### src/rtl/pcw_pkg.sv
package pcw_pkg;
  typedef enum logic [1:0] {
    SEQ_IDLE    = 2'd0,
    SEQ_COLLECT = 2'd1,
    SEQ_COMMIT  = 2'd2
  } seq_state_t;
endpackage

### src/rtl/pcw_page_buffer.sv
// One-page staging buffer with a per-offset valid mask.
module pcw_page_buffer #(
  parameter int DATA_W = 8,
  parameter int OFF_W  = 4
) (
  input  logic              clk,
  input  logic              rst,
  input  logic              clr,
  input  logic              wr_en,
  input  logic [OFF_W-1:0]  wr_off,
  input  logic [DATA_W-1:0] wr_data,
  input  logic [OFF_W-1:0]  rd_off,
  output logic [DATA_W-1:0] rd_data,
  output logic              rd_valid,
  output logic              any_valid
);
  localparam int DEPTH = 1 << OFF_W;

  logic [DATA_W-1:0] store [DEPTH];
  logic [DEPTH-1:0]  vmask;

  always_ff @(posedge clk) begin
    if (wr_en) store[wr_off] <= wr_data;
  end

  always_ff @(posedge clk) begin
    if (rst || clr)  vmask <= '0;
    else if (wr_en)  vmask[wr_off] <= 1'b1;
  end

  assign rd_data   = store[rd_off];
  assign rd_valid  = vmask[rd_off];
  assign any_valid = |vmask;
endmodule

### src/rtl/pcw_cycle_timer.sv
// Fixed-length write-cycle timer; busy is high for CYC_CLKS cycles after start.
module pcw_cycle_timer #(
  parameter int CYC_CLKS = 1250000
) (
  input  logic clk,
  input  logic rst,
  input  logic start,
  output logic busy
);
  localparam int CW = $clog2(CYC_CLKS + 1);

  logic [CW-1:0] cnt;

  always_ff @(posedge clk) begin
    if (rst)              cnt <= '0;
    else if (start)       cnt <= CW'(CYC_CLKS);
    else if (cnt != '0)   cnt <= cnt - 1'b1;
  end

  assign busy = (cnt != '0);
endmodule

### src/rtl/pcw_reg_array.sv
// Simple register-file array, one write port, registered read port.
module pcw_reg_array #(
  parameter int ADDR_W = 8,
  parameter int DATA_W = 8
) (
  input  logic              clk,
  input  logic              we,
  input  logic [ADDR_W-1:0] waddr,
  input  logic [DATA_W-1:0] wdata,
  input  logic [ADDR_W-1:0] raddr,
  output logic [DATA_W-1:0] rdata
);
  localparam int DEPTH = 1 << ADDR_W;

  logic [DATA_W-1:0] cells [DEPTH];

  always_ff @(posedge clk) begin
    if (we) cells[waddr] <= wdata;
    rdata <= cells[raddr];
  end
endmodule

### src/rtl/page_commit_engine.sv
// Page write sequencer: collect, commit on Stop, timed busy window.
// WCYC_CLKS must exceed the page size plus one so the scan ends inside busy.
module page_commit_engine
  import pcw_pkg::*;
#(
  parameter int ADDR_W    = 8,
  parameter int DATA_W    = 8,
  parameter int PAGE_W    = 4,
  parameter int WCYC_CLKS = 1250000
) (
  input  logic              clk,
  input  logic              rst,
  input  logic              wr_begin,
  input  logic [ADDR_W-1:0] wr_addr,
  input  logic              byte_vld,
  input  logic [DATA_W-1:0] byte_data,
  input  logic              bus_stop,
  input  logic              bus_start,
  input  logic              wr_permit,
  input  logic [ADDR_W-1:0] rd_addr,
  output logic [DATA_W-1:0] rd_data,
  output logic              mem_we,
  output logic [ADDR_W-1:0] mem_waddr,
  output logic [DATA_W-1:0] mem_wdata,
  output logic              busy
);
  localparam int BASE_W = ADDR_W - PAGE_W;
  localparam logic [PAGE_W-1:0] LAST_OFF = '1;

  seq_state_t        state;
  logic [BASE_W-1:0] page_base;
  logic [PAGE_W-1:0] ptr;
  logic [PAGE_W-1:0] scan;
  logic              permit_q;

  logic              accept_begin;
  logic              take_byte;
  logic              launch;
  logic [DATA_W-1:0] buf_rd;
  logic              buf_vld;
  logic              buf_any;

  assign accept_begin = (state == SEQ_IDLE) && wr_begin && !busy;
  assign take_byte    = (state == SEQ_COLLECT) && byte_vld && !bus_start && !bus_stop;
  assign launch       = (state == SEQ_COLLECT) && !bus_start && bus_stop && buf_any;

  pcw_page_buffer #(.DATA_W(DATA_W), .OFF_W(PAGE_W)) u_buf (
    .clk       (clk),
    .rst       (rst),
    .clr       (accept_begin),
    .wr_en     (take_byte),
    .wr_off    (ptr),
    .wr_data   (byte_data),
    .rd_off    (scan),
    .rd_data   (buf_rd),
    .rd_valid  (buf_vld),
    .any_valid (buf_any)
  );

  pcw_cycle_timer #(.CYC_CLKS(WCYC_CLKS)) u_tmr (
    .clk   (clk),
    .rst   (rst),
    .start (launch),
    .busy  (busy)
  );

  pcw_reg_array #(.ADDR_W(ADDR_W), .DATA_W(DATA_W)) u_arr (
    .clk   (clk),
    .we    (mem_we),
    .waddr (mem_waddr),
    .wdata (mem_wdata),
    .raddr (rd_addr),
    .rdata (rd_data)
  );

  always_ff @(posedge clk) begin
    if (rst) begin
      state     <= SEQ_IDLE;
      page_base <= '0;
      ptr       <= '0;
      scan      <= '0;
      permit_q  <= 1'b0;
      mem_we    <= 1'b0;
      mem_waddr <= '0;
      mem_wdata <= '0;
    end else begin
      mem_we <= 1'b0;
      unique case (state)
        SEQ_IDLE: begin
          if (accept_begin) begin
            page_base <= wr_addr[ADDR_W-1:PAGE_W];
            ptr       <= wr_addr[PAGE_W-1:0];
            state     <= SEQ_COLLECT;
          end
        end
        SEQ_COLLECT: begin
          if (bus_start) begin
            state <= SEQ_IDLE;
          end else if (bus_stop) begin
            if (buf_any) begin
              permit_q <= wr_permit;
              scan     <= '0;
              state    <= SEQ_COMMIT;
            end else begin
              state <= SEQ_IDLE;
            end
          end else if (byte_vld) begin
            ptr <= ptr + 1'b1;
          end
        end
        SEQ_COMMIT: begin
          mem_we    <= permit_q && buf_vld;
          mem_waddr <= {page_base, scan};
          mem_wdata <= buf_rd;
          scan      <= scan + 1'b1;
          if (scan == LAST_OFF) state <= SEQ_IDLE;
        end
        default: state <= SEQ_IDLE;
      endcase
    end
  end
endmodule

### config.mk
export PLATFORM = sky130hd
export DESIGN_NAME = page_commit_engine
export DESIGN_NICKNAME = d
export VERILOG_FILES = /design/src/rtl/pcw_pkg.sv /design/src/rtl/pcw_page_buffer.sv /design/src/rtl/pcw_cycle_timer.sv /design/src/rtl/pcw_reg_array.sv /design/src/rtl/page_commit_engine.sv
export SDC_FILE = /design/constraint.sdc
export NUM_CORES = 2
export LEC_CHECK = 0
export ABC_CLOCK_PERIOD_IN_PS = 11900
export BUFFER_PORTS_ARGS = -buffer_cell sky130_fd_sc_hd__buf_4
export CORE_MARGIN = 3
export CORE_UTILIZATION = 30
export CTS_CLUSTER_DIAMETER = 60
export DETAILED_ROUTE_END_ITERATION = 8
export GPL_ROUTABILITY_DRIVEN = 0
export SLEW_MARGIN = 40
export SYNTH_ARGS = -nofsm -noshare
export SYNTH_HDL_FRONTEND = slang
export SYNTH_SLANG_ARGS = --single-unit
### constraint.sdc
create_clock -name clk -period 11.9 [get_ports clk]
set_clock_uncertainty 0.05 [all_clocks]
set_input_delay 2.975 -clock clk [delete_from_list [all_inputs] [get_ports clk]]
set_output_delay 2.975 -clock clk [all_outputs]
set_load 0.05 [all_outputs]
After elaboration in Yosys (flattened, before gate mapping)
Memory sizes are Yosys's and may differ from the RTL's. A register that Yosys moved wholly into a read port is not among the register bits.
Cells that the tools add are included.
{ "word_totals": {"regBits": 61, "input_bits": 31, "out_inout_bits": 26, "mem_count": 2, "mem_bits_rw": 2176} }
{ "classes": {"muxes": 25, "reduce_logical": 27, "n_eq_ne": 11, "bitwise_logic": 3, "n_lt_le_gt_ge": 3, "n_addsub": 3} }
{ "memory_table": {"columns": ["memory", "depth", "word_bits", "read_ports", "rd_clocked_by_memory_dff", "write_ports", "line", "rtl"], "rows": [
  ["u_arr.cells", 256, 8, 1, 1, 1, "pcw_reg_array.sv:15", "logic [DATA_W-1:0] cells [DEPTH];"],
  ["u_buf.store", 16, 8, 1, 1, 1, "pcw_page_buffer.sv:19", "logic [DATA_W-1:0] store [DEPTH];"]
]} }
{ "ops": {"columns": ["operator", "n"], "rows": [
  ["$mux 21", 2],
  ["$mux 4", 7],
  ["$reduce_bool 21->1", 1],
  ["$sub 21x1->21 const B", 1],
  ["$or 16x16->16", 1],
  ["$pmux 4 s2", 2],
  ["$reduce_or 16->1", 1],
  ["$ne 2x2->1 const B", 6],
  ["$logic_and 1x1->1", 10],
  ["$lt 4x5->1 const B", 2],
  ["$mux 2", 5],
  ["$add 4x1->4 const B", 2],
  ["$reduce_and 4->1", 2],
  ["$mux 1", 6],
  ["$pmux 2 s3", 1],
  ["$reduce_bool 2->1", 3],
  ["$reduce_and 5->1", 1],
  ["$bmux 1 s4", 1],
  ["$demux 1 s4", 1],
  ["$eq 4x4->1 const B", 1],
  ["$ge 4x1->1 const B", 1],
  ["$reduce_or 2->1", 2],
  ["$logic_not 1->1", 3],
  ["$ne 3x3->1 const B", 1],
  ["other kinds (8)", 9]
]} }

Depth between registers and ports, before layout
{ "depth": {"depth_word": 6, "ltp_mapped": 12} }

Hierarchy
Synthesis repeated with hierarchy kept, for this count alone.
{ "hier_totals": {"cells_unflattened": 4304, "hier_area_um2": 87701.6} }
{ "by_module_without_submodules": {"columns": ["module", "seq_area_each_um2", "instances", "cells_each", "area_per_inst_um2"], "rows": [
  ["pcw_reg_array", 61659.1, 1, 3733, 79556.3],
  ["pcw_page_buffer", 4164.0, 1, 268, 5592.9],
  ["page_commit_engine", 640.6, 1, 154, 1295.0],
  ["pcw_cycle_timer", 420.4, 1, 149, 1257.5]
]} }

Worst setup path after synthesis
Ideal clock, no wire load.
{ "synth_path": {"path_type": "flip-flop to output port", "start": "register mem_wdata[0] (read register of u_buf.store)", "end": "output mem_wdata[0]", "slack_ps": 5156, "path_stages_with_launch": 1, "t_required_ps": 8875, "arrival_time_ps": 3719, "path_cell_list": "dfxtp_1"} }
{ "synth_rtl": {"columns": ["item", "line", "rtl"], "rows": [
  ["start: declaration", "page_commit_engine.sv:24", "output logic [DATA_W-1:0] mem_wdata,"]
]} }
No word-level cell between the ends.

==> flow_summary.json <==
{
  "cts.sinks": 2253,
  "wl_um": 219000,
  "gr-total-overflow": 0,
  "combPwrFrac_pct": 4.9,
  "ys_seq_area_share_pct": 76.5,
  "final_cell_mix": "edfxtp_1 (2176), mux4_2 (464), nor2_1 (231), clkbuf_16 (224), mux2i_1 (167)",
  "syn_avg_cell_area_um2": 20.3,
  "slowest_stage": "buf_4",
  "synth_fp_nets": 4355,
  "register_area_mm2": 0.0669,
  "wl_per_cell_um": 25.8,
  "track_usage_pct": 14.4,
  "grt_max_degree": 167,
  "yosys_warnings": 0,
  "drive_gt1_share_pct": 25.0,
  "ctsResizeCount": 0,
  "end_kind": "flip-flop",
  "grt_antenna_before_repair": 9,
  "rsz0062_at_grt": "false",
  "slowest_delay_ps": 670,
  "drt_iter0_markers": 4485,
  "p_leak_nw": 31.0,
  "maxCapViolCount": 0,
  "first_pass_iters": 6,
  "synth_area_mm2": 0.0874,
  "synth_edf_count": 2176,
  "root_buffer": "clkbuf_16",
  "post-route-util_pct": 34.6,
  "worst_pin_slew_ps": 961,
  "synthToLayoutAreaGrowth_pct": 14.5,
  "powerDensity_mw_per_mm2": 165,
  "cts_max_level": 4,
  "fin_crit_ps": 6070,
  "async_flop_share_pct": 0,
  "grt_pass1_wl_um": 317000,
  "start_kind": "primary input",
  "r2r-start": "mem_waddr[6]",
  "final_common_cell": "edfxtp_1",
  "io_buffers": 56,
  "dieArea_mm2": 0.298,
  "cts_tree": "done",
  "p_seq_share_pct": 52.4,
  "rows": 197,
  "viasPerCell": 5.10,
  "cp_cell_sequence": "buf_8, buf_12, buf_4, mux4_2, a22o_1, o21ai_0, o21ai_0, o32ai_1, nor3_1",
  "finalHoldViolations": 0,
  "holdBufCountCts": 0,
  "max_freq_mhz": 165,
  "multiInputGateArea_mm2": 0.0195,
  "cp_max_fo": 108,
  "crit_top_cell": "o21ai_0",
  "synth_cell_types": 67,
  "clock_power_share_pct": 42.6,
  "pin_count": 57,
  "nets": 4477,
  "net-switching-power_mw": 3.57,
  "initial_core_util_pct": 30.2,
  "timing.setup.tns_ps": 0,
  "cts_setup_buffers": 0,
  "clk_pin_slew_worst_paths_ps": 60,
  "peakVddDrop_mv": 0.123,
  "fin_hold_ws_ps": 401,
  "required_ps": 12580,
  "fill_cells": 26700,
  "ant_nets": 0,
  "vias": 43400,
  "synth_flop_cell": "edfxtp_1",
  "relSlewSlack_pct": 35.8,
  "reg2reg_depth": 3,
  "cp_data_arrival_time_ps": 6750,
  "dieHeight_um": 546,
  "grt_pass1_vias": 43900,
  "p_int_mw": 12.9,
  "period_share_pct": 51.0,
  "rr_endpoint": "u_arr.cells[196][2]",
  "min_path_type": "reg -> reg",
  "netSwitchingFraction_pct": 21.6,
  "core_area_mm2": 0.289,
  "route.detailed.drc": 0,
  "path_class": "in -> reg",
  "critPathLaunch": "rd_addr[1]",
  "synth_seq_cells": 2253,
  "clock_path_buffers": 3,
  "dp_hpwl_um": 132000,
  "slew_viol_final": 0,
  "setup.worst_path.end": "u_arr.rdata[5]",
  "clock_latency_ps": 880,
  "die_w_um": 546,
  "synthCells": 4317,
  "finalSetupViolCount": 0,
  "cts_buffers": 221,
  "status": "finished clean",
  "reg2reg_slack_ps": 8310
}
metrics by stage:
stage               setup WS [ps]  power, mW  instances  cell area, um^2
floorplan                    5160       9.41       4317            87400
global placement             4250       9.63       8089            92000
detailed placement           4970       9.65       8093            92400
CTS                          5920       16.6       8508            99800
global route                 5660       17.0       8513           100000
finish                       5830       16.5       8514           100000
routing by layer:
layer  part of all wire [%]  vias up  routed length [um]  GRT usage (%)
met1                     41    23100               90200           19.8
li1                       -    18100                   -              -
met3                    7.8      345               17200           2.61
met2                     48     1807              106000           23.1
met4                    2.9        0                6400           4.55
met5                      0        -                   0              0
logic make-up (layout without fill, tap and decap cells):
group	after synthesis	in the layout	share of synthesized area [%]
flip-flops	2253	2253	76.5
AND/OR/NAND/NOR	681	681	3.44
multiplexers	649	649	14.4
AO/OA/AOI/OAI	451	451	3.58
buffers and inverters	259	573	1.81
XOR/XNOR	17	17	0.170
adder cells (fa/ha/maj)	7	7	0.100
other	0	3	0
final cells by class:
cell class              instances  area share (%)
diodes                          3         0.00750
flip-flops and latches       2253            66.9
inverters                      12          0.0450
well taps                    3880            4.85
repair buffers                146            1.33
multi-input cells            1805            19.5
clock buffers                 273            5.89
clock inverters               142            1.48
registers in the layout (all words and copies together) (netlist names):
register,flops
u_buf.store,128
u_arr.rdata,8
ptr,4
mem_waddr,8
scan,4
page_base,4
state,2
mem_wdata,8
permit_q,1
mem_we,1
u_tmr.cnt,21
u_buf.vmask,16
u_arr.cells,2048
critical path, delay by kind of cell:
family                 cells  cell delay [ps]
buffers and inverters      3             1550
AND/OR/NAND/NOR            1              120
AO/OA/AOI/OAI              4             1370
multiplexers               1              430
how the worst min path moves through the flow:
stage / cells past startpoint / from / end
final: 2 / page_base[3] / mem_waddr[7]
after global routing: 2 / page_base[3] / mem_waddr[7]
after CTS: 2 / page_base[3] / mem_waddr[7]
after detailed placement: 2 / page_base[3] / mem_waddr[7]
after global placement: 2 / page_base[0] / mem_waddr[4]
after floorplan: 2 / page_base[0] / mem_waddr[4]
synth_stat cells, drive strengths merged, types with 33 or more instances:
library cell	instances	area share, %
o21ai	37	0.21
nor2	373	1.6
o22ai	33	0.24
a22oi	158	1.4
buf	143	1.3
dfxtp	77	1.8
mux4	481	12
edfxtp	2176	75
nand2	135	0.58
clkbuf	104	0.45
a21oi	99	0.57
o221ai	33	0.34
mux2i	167	1.9
power by group through the flow:
stage	sequential, mW	clock, mW	combinational [mW]
2_1_floorplan	8.83	0	0.582
6_report	8.66	7.04	0.814
3_5_place_dp	8.83	0	0.819
4_1_cts	8.66	7.16	0.822
3_3_place_gp	8.83	0	0.806
5_1_grt	8.66	7.47	0.880
(Power assumes the default switching activity.)
